<file path="src/rtl/wdt_guard.sv">
module wdt_guard #(
  parameter int ADDR_W = 8,
  parameter logic [ADDR_W-1:0] REG_ADDR = 'hC0,
  parameter int BASE_SH = 9,
  parameter int NUM_CODES = 8
) (
  input  logic              clk,
  input  logic              rst_n,
  input  logic              tick,
  input  logic              psm_evt,
  input  logic [ADDR_W-1:0] bus_addr,
  input  logic              bus_wr,
  input  logic              bus_rd,
  input  logic [7:0]        bus_wdata,
  output logic [7:0]        bus_rdata,
  output logic              rst_req,
  output logic              irq_req
);
  localparam int CNT_W = BASE_SH + NUM_CODES - 1;
  localparam logic [3:0] IMM_CODE = 4'(NUM_CODES);

  logic [3:0]       pre;
  logic             imode, stat, en, armed;
  logic [CNT_W-1:0] cnt;
  logic [CNT_W:0]   lim, last;

  wire sel     = bus_addr == REG_ADDR;
  wire commit  = armed && bus_wr && sel;
  wire arm_set = !armed && bus_wr && sel && bus_wdata[0];
  wire valid   = pre < IMM_CODE;
  wire imm     = pre == IMM_CODE;

  assign lim  = {{CNT_W{1'b0}}, 1'b1} << (BASE_SH + 32'(pre));
  assign last = lim - {{CNT_W{1'b0}}, 1'b1};

  wire hit = en && !commit && !psm_evt &&
             (imm || (valid && tick && ({1'b0, cnt} == last)));

  assign bus_rdata = sel ? {pre, imode, stat, en, armed} : 8'h00;

  always_ff @(posedge clk or negedge rst_n) begin
    if (!rst_n) begin
      pre     <= 4'h1;
      imode   <= 1'b0;
      stat    <= 1'b0;
      en      <= 1'b0;
      armed   <= 1'b0;
      cnt     <= '0;
      rst_req <= 1'b0;
      irq_req <= 1'b0;
    end else begin
      rst_req <= hit && (imm || !imode);
      irq_req <= hit && !imm && imode;
      armed   <= arm_set;
      if (commit) begin
        pre   <= bus_wdata[7:4];
        imode <= bus_wdata[3];
        stat  <= stat & bus_wdata[2];
        en    <= bus_wdata[1];
        cnt   <= '0;
      end else if (hit) begin
        stat <= 1'b1;
        cnt  <= '0;
        if (imm || !imode) en <= 1'b0;
      end else if (en && valid && tick) begin
        cnt <= cnt + 1'b1;
      end
      if (psm_evt) begin
        en  <= 1'b0;
        cnt <= '0;
      end
    end
  end

  AST_REQ_EXCLUSIVE: assert property (@(posedge clk) disable iff (!rst_n)
    !(rst_req && irq_req));
  AST_RST_ONE_CYCLE: assert property (@(posedge clk) disable iff (!rst_n)
    rst_req |=> !rst_req);
  AST_RST_DISABLES: assert property (@(posedge clk) disable iff (!rst_n)
    rst_req |-> (!en && stat));
  AST_IRQ_KEEPS_EN: assert property (@(posedge clk) disable iff (!rst_n)
    irq_req |-> (en && stat));
  AST_ARM_ONESHOT: assert property (@(posedge clk) disable iff (!rst_n)
    (armed && (bus_wr || bus_rd)) |=> !armed);
  AST_PSM_OFF: assert property (@(posedge clk) disable iff (!rst_n)
    psm_evt |=> !en);
  AST_CNT_BOUND: assert property (@(posedge clk) disable iff (!rst_n)
    (en && valid) |-> ({1'b0, cnt} < lim));
  AST_RESERVED_QUIET: assert property (@(posedge clk) disable iff (!rst_n)
    (!valid && !imm) |=> !(rst_req || irq_req));
endmodule

</file>
<file path="config.mk">
export PLATFORM = sky130hd
export DESIGN_NAME = wdt_guard
export DESIGN_NICKNAME = d
export VERILOG_FILES = /design/src/rtl/wdt_guard.sv
export SDC_FILE = /design/constraint.sdc
export NUM_CORES = 1
export LEC_CHECK = 0
export BUFFER_PORTS_ARGS = -buffer_cell sky130_fd_sc_hd__buf_4
export CAP_MARGIN = 40
export CORE_ASPECT_RATIO = 0.7
export CORE_MARGIN = 1
export CORE_UTILIZATION = 40
export CTS_CLUSTER_DIAMETER = 150
export CTS_CLUSTER_SIZE = 25
export DETAILED_ROUTE_END_ITERATION = 12
export GPL_TIMING_DRIVEN = 0
export PLACE_DENSITY = 0.74
export REMOVE_ABC_BUFFERS = 1
export SLEW_MARGIN = 20
export SYNTH_ARGS = -nofsm -noshare
export SYNTH_HDL_FRONTEND = slang
export SYNTH_SLANG_ARGS = --single-unit
export TNS_END_PERCENT = 50
</file>
<file path="constraint.sdc">
create_clock -name clk -period 1.9 [get_ports clk]
set_input_delay 0.38 -clock clk [delete_from_list [all_inputs] [get_ports clk]]
set_output_delay 0.38 -clock clk [all_outputs]
set_load 0.03 [all_outputs]
</file>
==> metrics.cfg <==
[status]
status = complete, but fails checks
violations = hold timing, setup timing

[routing]
vias = 1588
ant_nets = 0
routedWlPerCell_um = 15.9
postRouteWirelength_um = 4490
drc = 0
vias_per_cell = 5.63
drtIter0Drc = 92
dr.pass1.iters = 4

[critical_path]
critPathMaxFanout = 12
crit_path_end = rst_req$_DFF_PN0_
endpoint_kind = register
r2r_setup_slack_ns = -0.24
reg2reg_depth = 6
r2r-end = rst_req$_DFF_PN0_
worstReg2RegStart = pre[2]$_DFFE_PN0P_
crit_path_start_kind = register
critPathRequiredTime_ns = 2.12
startpoint = pre[2]$_DFFE_PN0P_
crit_type = reg2reg
cp.arrival_ns = 2.37

[synthesis]
synth_cell_types = 50
async_flop_share_pct = 100
synth_edf_count = 0
yosys_warnings = 0
syn-instance-count = 191
synth-seq-cells = 26
syn_avg_cell_area_um2 = 9.30
synth_flop_cell = dfrtp_1
yosysSeqAreaShare_pct = 36.7
syn-cell-area_um2 = 1780

[clocking]
cts_max_level = 1
path_clk_slew_ns = 0.09
clock_sinks = 26
clockBufferDepth = 2
clockRootBuffer = clkbuf_8
clock_latency_ns = 0.28
cts_made_buffers = 3
cts_tree = done

[placement]
pre_cts_ws_ns = -0.948
dpl_cell_area_um2 = 2020
dp_hpwl_um = 2890
port_buffers = 30
place.gp.congestion = 0.787
dpl.cell_count = 264

[sta]
finalMaxSlewViolations = 0
finalSetupViolations = 25
finalHoldViolCount = 8
fin_ws_ns = -0.244
hold_ws_ns = -0.00497
finalSetupTns_ns = -3.59
slew_headroom_pct = 63.8
fin_skew_ns = 0.00232
rsz0062_at_grt = true
fmax_mhz = 466
worst_pin_slew_ns = 0.538
fin_crit_ns = 2.14
period_share_pct = 113

[global_routing]
gr-total-overflow = 0
antenna_found_initial = 0
grt_pass1_wl_um = 7300
first_global_vias = 1504
track_usage_pct = 20.3
grt_max_degree = 27

[layout]
num_antenna_cells = 0
stdcell_count = 282
multi_input_area_um2 = 1140
area_growth_pct = 29.7
final_nets = 255
layout-drive-gt1-share_pct = 37.0
fin_area_um2 = 2300
area.sequential_um2 = 656
final_cell_mix = 36 x buf_4, 22 x dfrtp_1, 15 x nand2_1
final_common_cell = buf_4
finish.utilization_pct = 56.3
nFillCells = 352

[power]
power_density_nw_per_um2 = 448
leakagePower_nw = 1.05
vdd_drop_max_v = 0.000319

[floorplan]
start_util_pct = 43.4
rows = 19
die_h_um = 57.7
fp.dieArea_um2 = 4710
core_um2 = 4090
num_io_pins = 32
die_w_um = 81.6

[flow_run]
cap_viol_max_count = 0

[hold_path]
min_path_type = in2async

-- registers in the layout (all words and copies together), names as in the netlist --
signal	count
cnt	16
pre	4
armed	1
en	1
imode	1
irq_req	1
rst_req	1
stat	1
-- power by group --
group	leakage, nW	internal (mW)	switching (mW)
sequential	0.348	0.559	0.00877
clock	0.0288	0.186	0.184
combinational	0.672	0.0455	0.0482
total	1.05	0.791	0.241
-- worst min-delay path by stage --
stage / from / endpoint / cells past startpoint
6_report: rst_n / irq_req$_DFF_PN0_ / 1
5_1_grt: rst_n / irq_req$_DFF_PN0_ / 1
4_1_cts: rst_n / cnt[15]$_DFFE_PN0P_ / 1
3_5_place_dp: rst_n / pre[3]$_DFFE_PN0P_ / 1
3_3_place_gp: rst_n / pre[3]$_DFFE_PN0P_ / 1
2_1_floorplan: rst_n / armed$_DFF_PN0_ / 0
-- routing by layer --
layer	vias up	wire, um	part of all wire, %	global-route usage (%)
met1	778	2220	49	29.2
met3	4	171	3.8	4.25
met2	29	2060	46	32.5
met4	0	34	0.76	2.26
met5	-	0	0	0
li1	777	-	-	-
-- area by class of cell --
type | instances | area share, %
clock buffers | 4 | 2.39
inverters | 4 | 0.652
multi-input cells | 151 | 49.5
flip-flops and latches | 26 | 28.5
well taps | 52 | 2.83
repair buffers | 45 | 16.1
-- cell usage after synthesis, types with 2 or more instances --
cell | count | area, um2
nand2_1 | 16 | 60.1
nor4_1 | 4 | 25.0
a31oi_1 | 3 | 18.8
o211ai_1 | 2 | 15.0
nand4b_1 | 3 | 26.3
nand3_1 | 10 | 50.1
nand4_1 | 3 | 18.8
nor4bb_1 | 2 | 20.0
buf_4 | 2 | 15.0
and2_1 | 8 | 50.1
xnor2_1 | 6 | 52.6
dfrtp_1 | 25 | 626
nand3b_1 | 2 | 15.0
mux2_2 | 5 | 56.3
ha_1 | 2 | 25.0
o21ai_0 | 6 | 30.0
o41ai_1 | 2 | 17.5
xor2_1 | 13 | 114
or3_1 | 3 | 18.8
nor2_1 | 13 | 48.8
buf_2 | 5 | 25.0
clkbuf_1 | 2 | 7.51
o21a_1 | 2 | 15.0
inv_1 | 4 | 15.0
nor3_2 | 7 | 70.1
and3_1 | 7 | 43.8
nor3_1 | 11 | 55.1
-- repair_timing --
| action | in CTS | in global routing |
|---|---|---|
| pin swaps | 2 | 8 |
| gates resized for setup | 15 | 16 |
| setup endpoints to repair | 31 | 26 |
| hold buffers | 0 | 0 |
| buffers inserted | 12 | 2 |
-- worst max-delay path: stages (launching register included) --
cell and delay [ns]:
dfrtp_2 0.48, or4_4 0.57, nor3_4 0.17, o32ai_2 0.13
nor4bb_4 0.37, buf_6 0.21, a31o_2 0.16
-- stage by stage --
step           total power, mW  hold WS [ns]
3_5_place_dp             0.668         0.315
5_1_grt                   1.08        0.0140
4_1_cts                   1.03        0.0138
6_report                  1.03      -0.00497
2_1_floorplan            0.614        0.0844
3_3_place_gp             0.665         0.314
-- logic make-up after synthesis --
| kind of cell | synth area share (%) |
|---|---|
| AND/OR/NAND/NOR | 32.8 |
| AO/OA/AOI/OAI | 11.1 |
| flip-flops | 36.7 |
| XOR/XNOR | 9.37 |
| buffers and inverters | 5.28 |
| multiplexers | 3.17 |
| adder cells (fa/ha/maj) | 1.41 |
| other | 0.211 |
No activity file was read; power rests on OpenSTA's default activity.
